## src/rtl/pcm_pkg.sv

```systemverilog
package pcm_pkg;

  localparam int PORT_W = 8;

  // Per-pin difference between live and reference, restricted to enabled pins
  function automatic logic [PORT_W-1:0] diff_vec(
    input logic [PORT_W-1:0] live,
    input logic [PORT_W-1:0] refv,
    input logic [PORT_W-1:0] mask
  );
    return (live ^ refv) & mask;
  endfunction

  // True when any enabled pin disagrees with the reference
  function automatic logic has_diff(
    input logic [PORT_W-1:0] live,
    input logic [PORT_W-1:0] refv,
    input logic [PORT_W-1:0] mask
  );
    return |diff_vec(live, refv, mask);
  endfunction

  // Next flag value: set dominates clear, otherwise hold
  function automatic logic flag_next(
    input logic cur,
    input logic set_req,
    input logic clr_req
  );
    if (set_req)      return 1'b1;
    else if (clr_req) return 1'b0;
    else              return cur;
  endfunction

endpackage

```

## src/rtl/pcm_sync.sv

```systemverilog
module pcm_sync #(
  parameter int W      = 8,
  parameter int STAGES = 2
) (
  input  logic         clk,
  input  logic         por_n,
  input  logic [W-1:0] d_async,
  output logic [W-1:0] q_sync
);

  localparam int LAST = STAGES - 1;

  logic [W-1:0] stage_q [STAGES];

  // Stage chain, reset only by power-on so warm resets cause no glitch
  genvar s;
  generate
    for (s = 0; s < STAGES; s++) begin : g_stage
      if (s == 0) begin : g_first
        always_ff @(posedge clk or negedge por_n) begin
          if (!por_n) stage_q[s] <= '0;
          else        stage_q[s] <= d_async;
        end
      end else begin : g_next
        always_ff @(posedge clk or negedge por_n) begin
          if (!por_n) stage_q[s] <= '0;
          else        stage_q[s] <= stage_q[s-1];
        end
      end
    end
  endgenerate

  assign q_sync = stage_q[LAST];

endmodule

```

## src/rtl/pcm_ref_latch.sv

```systemverilog
module pcm_ref_latch #(
  parameter int W = 8
) (
  input  logic         clk,
  input  logic         por_n,
  input  logic         load,
  input  logic [W-1:0] live,
  output logic [W-1:0] ref_q
);

  // Cleared only at power-on; any port access refreshes every bit together
  always_ff @(posedge clk or negedge por_n) begin
    if (!por_n)    ref_q <= '0;
    else if (load) ref_q <= live;
  end

endmodule

```

## src/rtl/pcm_flag.sv

```systemverilog
module pcm_flag (
  input  logic clk,
  input  logic por_n,
  input  logic warm_rst_n,
  input  logic set_req,
  input  logic clr_req,
  output logic flag_q
);

  import pcm_pkg::*;

  // Power-on is asynchronous; warm reset is sampled and clears the flag only
  always_ff @(posedge clk or negedge por_n) begin
    if (!por_n)           flag_q <= 1'b0;
    else if (!warm_rst_n) flag_q <= 1'b0;
    else                  flag_q <= flag_next(flag_q, set_req, clr_req);
  end

endmodule

```

## src/rtl/pin_change_monitor.sv

```systemverilog
module pin_change_monitor #(
  parameter int W           = 8,
  parameter int SYNC_STAGES = 2
) (
  input  logic         clk,
  input  logic         por_n,
  input  logic         warm_rst_n,
  input  logic [W-1:0] pins_i,
  input  logic         rd_stb,
  input  logic         wr_stb,
  input  logic         clr_stb,
  input  logic [W-1:0] en_mask,
  input  logic         gie,
  output logic [W-1:0] rd_data,
  output logic         chg_flag,
  output logic         irq_o,
  output logic         wake_o
);

  import pcm_pkg::*;

  // Named internal events, visible to the bound checker
  logic [W-1:0] pin_sync;
  logic [W-1:0] ref_q;
  logic         access;
  logic         mismatch_any;
  logic         set_req;
  logic         flag;

  pcm_sync #(.W(W), .STAGES(SYNC_STAGES)) u_sync (
    .clk    (clk),
    .por_n  (por_n),
    .d_async(pins_i),
    .q_sync (pin_sync)
  );

  assign access = rd_stb | wr_stb;

  pcm_ref_latch #(.W(W)) u_ref (
    .clk  (clk),
    .por_n(por_n),
    .load (access),
    .live (pin_sync),
    .ref_q(ref_q)
  );

  assign mismatch_any = has_diff(pin_sync, ref_q, en_mask);
  // A mismatch in an access cycle is absorbed by the reference refresh
  assign set_req      = mismatch_any & ~access;

  pcm_flag u_flag (
    .clk       (clk),
    .por_n     (por_n),
    .warm_rst_n(warm_rst_n),
    .set_req   (set_req),
    .clr_req   (clr_stb),
    .flag_q    (flag)
  );

  assign rd_data  = pin_sync;
  assign chg_flag = flag;
  assign wake_o   = flag;
  assign irq_o    = flag & gie;

endmodule

```

## config.mk

```make
export PLATFORM = sky130hd
export DESIGN_NAME = pin_change_monitor
export DESIGN_NICKNAME = d
export VERILOG_FILES = /design/src/rtl/pcm_pkg.sv /design/src/rtl/pcm_sync.sv /design/src/rtl/pcm_ref_latch.sv /design/src/rtl/pcm_flag.sv /design/src/rtl/pin_change_monitor.sv
export SDC_FILE = /design/constraint.sdc
export NUM_CORES = 1
export LEC_CHECK = 0
export BUFFER_PORTS_ARGS = -buffer_cell sky130_fd_sc_hd__buf_2
export CAP_MARGIN = 20
export CORE_MARGIN = 2
export CORE_UTILIZATION = 42
export DETAILED_ROUTE_END_ITERATION = 10
export PLACE_DENSITY = 0.72
export SYNTH_ARGS = -nofsm -noshare
export SYNTH_HDL_FRONTEND = slang
export SYNTH_SLANG_ARGS = --single-unit
```

## constraint.sdc

```tcl
create_clock -name clk -period 1.2 [get_ports clk]
set_clock_uncertainty 0.05 [all_clocks]
set_input_delay 0.18 -clock clk [delete_from_list [all_inputs] [get_ports clk]]
set_output_delay 0.18 -clock clk [all_outputs]
set_load 0.03 [all_outputs]
```

==> run summary, run 1 <==
total track usage: 0.141
relative slew slack: 0.650
Reg clk slew, reported paths: 0.12 ns
CTS tree: yes
Initial Util: 0.454
P_leak: 0.000604 uW
final slew viol count: 0
post-synthesis sequential area ratio: 0.681
RD Place Congestion: 0.621
WL/cell: 11.2 um
FF-to-FF path depth: 4
Vias per Instance: 4.36
Fillers: 161
Worst setup SP type: register
vias in the first global route: 609
Mapped Avg Cell Area: 15.3 um2
Clock Tree Buf Depth: 2
PortBufs: 33
core area: 0.00202 mm2
critical-path maximum fanout: 3
reg-to-reg slack, setup: -0.04 ns
final hold violations: 0
die area: 0.00258 mm2
final setup vio count: 5
crit share post-route: 1.04
Slew @ Worst Pin: 0.524 ns
DRC: 0
area growth from synthesis to layout: 38.0%
Ports: 34
worst setup path endpoint: u_flag.flag_q
pwr/cell area: 1220 mW/mm2
Yosys cell types: 11
Critical Path RT: 1.37 ns
design area: 0.00127 mm2
gr ovfl total: 0
area share of the largest cell type after synthesis: 0.681
cell count after placement: 115
pin count of the biggest net entering global routing: 26
DP HPWL: 1030 um
post-route non-filler standard cell count: 128
Synth area leaders: dfrtp_1 (68%), mux2_2 (9.8%), xor2_1 (7.6%)
die height: 50.8 um
Worst Setup End Kind: register
Sink Count: 25
most common cell after layout, fill and taps aside: dfrtp_1
Synth area leader: dfrtp_1
Post-Syn Area: 918 um2
initial antenna violation count: 0
first-pass GRT wire length: 2570 um
layout cell share with drive strength beyond 1: 0.515
antenna viol nets, final: 0
Max Fclk: 804 MHz
Final nets: 125
Worst Path Arrival: 1.41 ns
Cell Area, Placed: 0.00108 mm2
reg2reg start: u_sync.q_sync[0]
status: complete, but fails checks
max cap viols: 0
synthesized instance count: 60
number of buffers created by CTS: 3
initial DRC count: 0
Die Wd: 50.8 um
Inserted Diodes: 0
Worst Hold Class: in2reg
RSZ-0062 raised after global routing: true
CTS HTree Levels: 1
DRT Pass-1 Iters: 1
most frequent cells in the layout: dfrtp_1 (25), buf_2 (24), buf_6 (10), dlygate4sd3_1 (9)
Max rail drop VDD: 0.861 mV
vias after detailed routing: 558
CP startpoint: u_sync.q_sync[0]
WL final: 1440 um
Setup Fix Bufs, Post-CTS: 0
Std-Cell Rows: 16
Crit Reg-Reg Endpoint: u_flag.flag_q
Synthesized Nets: 83
Clock Latency Late Sink: 0.32 ns
crit path time final: 1.24 ns
violated checks: negative setup slack
Root Buffer: clkbuf_4
crit path kind: reg2reg
YS warnings: 0
setup ws final: -0.0436 ns
Yosys reg bits: 25
## worst min path at each step
stage                          start                to  slack (ns)  cells after the start
after floorplan                por_n     u_flag.flag_q       -0.17                      0
after global placement         por_n  u_sync.q_sync[6]        0.13                      1
after detailed placement       por_n  u_sync.q_sync[6]        0.14                      1
after CTS                 warm_rst_n     u_flag.flag_q        0.06                      2
after global routing      warm_rst_n     u_flag.flag_q        0.04                      2
final                     warm_rst_n     u_flag.flag_q        0.07                      2
## through the flow
stage | utilization | hold WS, ns | power (uW) | setup slack, ns | setup TNS (ns)
finish | 0.627 | 0.0678 | 1540 | -0.0436 | -0.136
global placement | 0.534 | 0.131 | 1140 | -0.0540 | -0.0540
global route | 0.627 | 0.0379 | 1650 | -0.102 | -0.531
CTS | 0.613 | 0.0574 | 1560 | -0.0560 | -0.243
floorplan | - | -0.166 | 1070 | 0.0369 | 0
detailed placement | 0.534 | 0.140 | 1150 | -0.0690 | -0.0690
## metal layers
| layer | wire (um) | up-vias | track usage |
|---|---|---|---|
| met5 | 0 | - | 0 |
| met4 | 0 | 0 | 0.0405 |
| met3 | 116 | 0 | 0.0625 |
| met2 | 727 | 25 | 0.248 |
| met1 | 592 | 259 | 0.153 |
| li1 | - | 274 | - |
## worst max-delay path, cell delays in order (launching register included)
cell and delay, ns:
dfrtp_1 0.43, xor2_1 0.15, a22oi_1 0.21, nand4_1 0.12, a31o_1 0.18
## cells in the mapped netlist
library cell / instances
a31o_1: 1
a22oi_1: 4
dfrtp_1: 25
nor2_2: 1
nor2_1: 1
nand4_1: 1
buf_4: 9
nand2_1: 1
xor2_1: 8
and2_1: 1
mux2_2: 8
## cells by family (layout without fill, tap and decap cells)
| group | count (synthesis) | after routing | synth area share |
|---|---|---|---|
| buf+inv | 9 | 50 | 0.0736 |
| mux | 8 | 8 | 0.0981 |
| simple gates | 5 | 5 | 0.0286 |
| flops | 25 | 25 | 0.681 |
| xor+xnor | 8 | 8 | 0.0763 |
| compound gates | 5 | 5 | 0.0422 |
## layout make-up
| class | instances | area [um2] | area share |
|---|---|---|---|
| Sequential cell | 25 | 626 | 0.494 |
| Timing Repair Buffer | 46 | 345 | 0.272 |
| Multi-Input combinational cell | 26 | 233 | 0.184 |
| Tap cell | 27 | 33.8 | 0.0267 |
| Clock buffer | 3 | 22.5 | 0.0178 |
| Clock inverter | 1 | 7.51 | 0.00592 |
## report_power, final
part,switching (uW),internal (uW)
clock,238,127
combinational,113,135
sequential,32.2,894
## sequential cells by signal, summed over array words and instances (netlist names)
name,count
u_flag.flag_q,1
u_sync.stage_q,8
u_sync.q_sync,8
u_ref.ref_q,8
## repair_timing
action	in CTS	in global routing
pin swaps	4	2
endpoints found under the setup margin	5	12
gates resized for setup	12	14
hold endpoints to repair	33	0
hold buffers	9	0
Note: power is estimated with default switching activity, not from simulation.
==> inputs of run 2 (changes only) <==
- CORE_UTILIZATION: 42 -> 50
- PLACE_DENSITY: 0.72 -> 0.81
- clock period: 1.2 -> 1.45 ns (I/O delays scaled with it)
==> run 2 against run 1 <==
Net effect:
- the run now ends clean
- global-route usage increased by 0.25 points
- design area decreased by 7.6%
- worst setup slack improved by 0.17 ns
- count of clock-buffer cells in the layout increased by 1
- largest cell class unchanged
==> run summary, run 2 (synthesized netlist as in run 1, its figures left out) <==
pwr/cell area: 1050 mW/mm2
Sink Count: 25
Inserted Diodes: 0
crit path time final: 1.32 ns
Worst Path Arrival: 1.05 ns
RSZ-0062 raised after global routing: false
total track usage: 0.144
cell count after placement: 110
final core occ: 0.678
Clock Tree Buf Depth: 2
Max rail drop VDD: 0.757 mV
crit path kind: reg2out
Ports: 34
crit share post-route: 0.910
Critical Path RT: 1.18 ns
vias after detailed routing: 570
vias in the first global route: 559
P_leak: 0.000570 uW
Clock Latency Late Sink: 0.30 ns
DRC: 0
most common cell after layout, fill and taps aside: buf_2
Final TNS setup: 0 ns
Worst setup SP type: register
gr ovfl total: 0
Initial Util: 0.532
Worst Setup End Kind: output pin
pin count of the biggest net entering global routing: 26
final setup vio count: 0
core area: 0.00173 mm2
Resized Gates After CTS: 0
first-pass GRT wire length: 2080 um
Root Buffer: clkbuf_4
Vias per Instance: 4.63
WHS: 0.101 ns
final slew viol count: 0
hold-fix buffers at CTS: 9
setup ws final: 0.131 ns
DP HPWL: 1020 um
DRT Pass-1 Iters: 1
critical-path maximum fanout: 4
Worst Hold Class: in2reg
WL/cell: 11.3 um
Slew @ Worst Pin: 0.512 ns
RD Place Congestion: 0.653
die area: 0.00220 mm2
CP startpoint: u_flag.flag_q
Die Wd: 46.9 um
area growth from synthesis to layout: 27.5%
Setup Fix Bufs, Post-CTS: 0
pre-CTS setup slack: 0.179 ns
hold path startpoint: warm_rst_n
initial antenna violation count: 0
die height: 46.9 um
CTS HTree Levels: 1
post-route non-filler standard cell count: 123
antenna viol nets, final: 0
CTS tree: yes
reg2reg start: u_ref.ref_q[7]
max cap viols: 0
Reg clk slew, reported paths: 0.12 ns
number of buffers created by CTS: 3
final hold violations: 0
status: finished, final reports clean
WL final: 1400 um
most frequent cells in the layout: buf_2 (33), dfrtp_1 (25), dlygate4sd3_1 (9), mux2_2 (8), xor2_1 (8)
Std-Cell Rows: 15
layout cell share with drive strength beyond 1: 0.469
relative slew slack: 0.659
PortBufs: 33
Final nets: 122
Max Fclk: 758 MHz
initial DRC count: 0
## run 2: worst max-delay path, cell delays in order, from the launching register on
cell and delay [ns]:
dfrtp_1 0.42, and2_1 0.16, buf_2 0.17
## run 2: final cells by class
cell class / instances / area [um2]
multi-input cells: 26 / 225
repair buffers: 43 / 263
fillers: 136 / 556
flip-flops and latches: 25 / 626
clock buffers: 4 / 26.3
well taps: 25 / 31.3
## run 2: report_power, final
| part | total [uW] | switching [uW] | internal, uW |
|---|---|---|---|
| clock | 291 | 184 | 107 |
| combinational | 177 | 88.1 | 88.6 |
| sequential | 766 | 25.8 | 740 |
## run 2: stage by stage
| step | total power [uW] | instance area, um2 |
|---|---|---|
| final | 1230 | 1170 |
| after global routing | 1290 | 1170 |
| after CTS | 1250 | 1170 |
| after detailed placement | 941 | 1050 |
| after global placement | 933 | 1050 |
| after floorplan | 885 | 918 |
## run 2: final timing paths
kind | slack, ns | to | depth (start not counted)
max | 0.13 | irq_o | 2
min | 0.10 | u_flag.flag_q | 2
max reg2reg | 0.16 | u_flag.flag_q | 4
min reg2reg | 0.31 | u_sync.q_sync[1] | 0
max in group asynchronous | 0.65 | u_sync.q_sync[3] | 2
min in group asynchronous | 0.35 | u_sync.stage_q[14] | 2
## run 2: per-layer routing
metal	GRT usage	vias to the layer above	routed length, um
met4	0.122	0	36
met5	0	-	0
met2	0.252	19	768
li1	-	269	-
met3	0.0269	4	63
met1	0.145	278	527
==> inputs of run 3 (changes only) <==
- ABC_AREA: unset -> 1
- CORE_UTILIZATION: 50 -> 51
==> run 3 against run 2 <==
Net effect:
- maximum frequency is 4.5% higher
- non-clock buffer count is 1 lower
- clock power is 2% higher
- count of clock-buffer cells in the layout is 1 lower
- final cell count is 37% higher
- largest cell class unchanged
==> run summary, run 3 <==
Post-Syn Area: 1000 um2
met1 track utilization from global routing: 0.175
CTS HTree Levels: 1
initial antenna violation count: 0
post-route non-filler standard cell count: 169
crit path kind: reg2out
PortBufs: 33
YS warnings: 0
Slew @ Worst Pin: 0.526 ns
design area: 0.00124 mm2
initial DRC count: 5
top cells by count, synth: nand2_1 (32), dfrtp_1 (25), inv_1 (19)
Yosys cell types: 9
Yosys reg bits: 25
die area: 0.00233 mm2
DRC: 0
status: finished, final reports clean
most frequent cells in the layout: buf_2 (33), nand2_1 (32), dfrtp_1 (25), inv_1 (19), dlygate4sd3_1 (9)
number of buffers created by CTS: 3
Mapped Avg Cell Area: 9.43 um2
RSZ-0062 raised after global routing: false
crit path time final: 1.26 ns
P_leak: 0.000686 uW
final core occ: 0.653
critical-path maximum fanout: 4
Post-synth ARST share: 1.00
most instantiated library cell after synthesis: nand2_1
hold-fix buffers at CTS: 9
Std-Cell Rows: 16
die height: 48.3 um
first-pass GRT wire length: 2290 um
Sink Count: 25
Cell Area, Placed: 0.00112 mm2
CTS tree: yes
post-synthesis sequential area ratio: 0.626
relative slew slack: 0.649
Critical Path RT: 1.18 ns
most common cell after layout, fill and taps aside: buf_2
Final nets: 166
Ports: 34
Max Fclk: 792 MHz
vias in the first global route: 581
Initial Util: 0.526
met2 Track Usage GR: 0.242
met3 usage: 0.0222
Max rail drop VDD: 0.731 mV
Worst Path Arrival: 1.00 ns
area share of the largest cell type after synthesis: 0.626
Root Buffer: clkbuf_4
final slew viol count: 0
pwr/cell area: 1000 mW/mm2
number of synthesized flops with an enable pin: 0
DRT Pass-1 Iters: 4
Clock Latency Late Sink: 0.30 ns
Synth area leaders: dfrtp_1 (63%), nand2_1 (12%), buf_4 (7.5%)
DP HPWL: 1160 um
Pwr Total: 1240 uW
WL final: 1590 um
max cap viols: 0
final hold violations: 0
synthesized instance count: 106
Reg clk slew, reported paths: 0.13 ns
core area: 0.00190 mm2
Worst setup SP type: register
gr ovfl total: 0
antenna viol nets, final: 0
Resized Gates After CTS: 0
WL/cell: 9.41 um
global routing's busiest layer: met2
Inserted Diodes: 0
Setup Fix Bufs, Post-CTS: 0
Worst Setup End Kind: output pin
Final TNS setup: 0 ns
Synth area leader: dfrtp_1
Clock Tree Buf Depth: 2
cell count after placement: 156
RD Place Congestion: 0.682
pin count of the biggest net entering global routing: 26
Die Wd: 48.3 um
dominant synthesized flop cell: dfrtp_1
crit share post-route: 0.871
vias after detailed routing: 718
area growth from synthesis to layout: 24.2%
layout cell share with drive strength beyond 1: 0.275
total track usage: 0.144
Synthesized Nets: 129
Worst Hold Class: in2reg
final setup vio count: 0
Vias per Instance: 4.25
[run 3: cell types whose count changed after synthesis, moves of 4 or more]
cell and delta:
nand2_1 +31, inv_1 +19, mux2_2 -8, nand3_1 +8, o21ai_0 +8, xor2_1 -8, a22oi_1 -4
[run 3: logic make-up after synthesis]
logic type | Yosys count | synth area share
AND/OR/NAND/NOR | 43 | 0.179
AO/OA/AOI/OAI | 9 | 0.0488
flip-flops | 25 | 0.626
buffers and inverters | 29 | 0.146
[run 3: path summary, 6_finish.rpt]
| check | startpoint | end | slack (ns) | depth (start not counted) |
|---|---|---|---|---|
| max | u_flag.flag_q | irq_o | 0.19 | 3 |
| min | warm_rst_n | u_flag.flag_q | 0.06 | 3 |
| max reg2reg | u_sync.q_sync[2] | u_flag.flag_q | 0.36 | 8 |
| min reg2reg | u_sync.stage_q[14] | u_sync.q_sync[6] | 0.31 | 0 |
| max in group asynchronous | por_n | u_sync.q_sync[4] | 0.65 | 2 |
| min in group asynchronous | por_n | u_sync.q_sync[5] | 0.35 | 2 |
[run 3: routing by layer]
metal	part of all wire	wire length [um]	up-vias
met4	0.011	18	0
met2	0.51	817	16
met3	0.038	60	2
li1	-	-	379
met5	0	0	-
met1	0.44	694	321
[run 3: area by class of cell]
type / count / area, um2
clock buffer: 3 / 22.5
clock inverter: 1 / 5.00
multi-input combinational: 52 / 228
tap: 27 / 33.8
timing repair buffer: 42 / 255
sequential: 25 / 626
fill: 167 / 661
inverter: 19 / 71.3
[run 3: worst max-delay path, cell delays in order (launching register included)]
cell	delay, ns
dfrtp_1	0.42
nand2_1	0.07
inv_1	0.03
buf_2	0.16
[run 3: metrics by stage]
step | hold slack [ns] | setup slack, ns
floorplan | -0.128 | 0.374
global placement | 0.171 | 0.413
detailed placement | 0.182 | 0.358
CTS | 0.0493 | 0.169
global route | 0.0475 | 0.101
finish | 0.0581 | 0.187
[run 3: power breakdown]
| group | internal (uW) | leakage, uW | switching (uW) | total, uW |
|---|---|---|---|---|
| Sequential | 740 | 0.000295 | 25.5 | 765 |
| Combinational | 75.5 | 0.000373 | 104 | 179 |
| Clock | 103 | 0.0000177 | 195 | 298 |
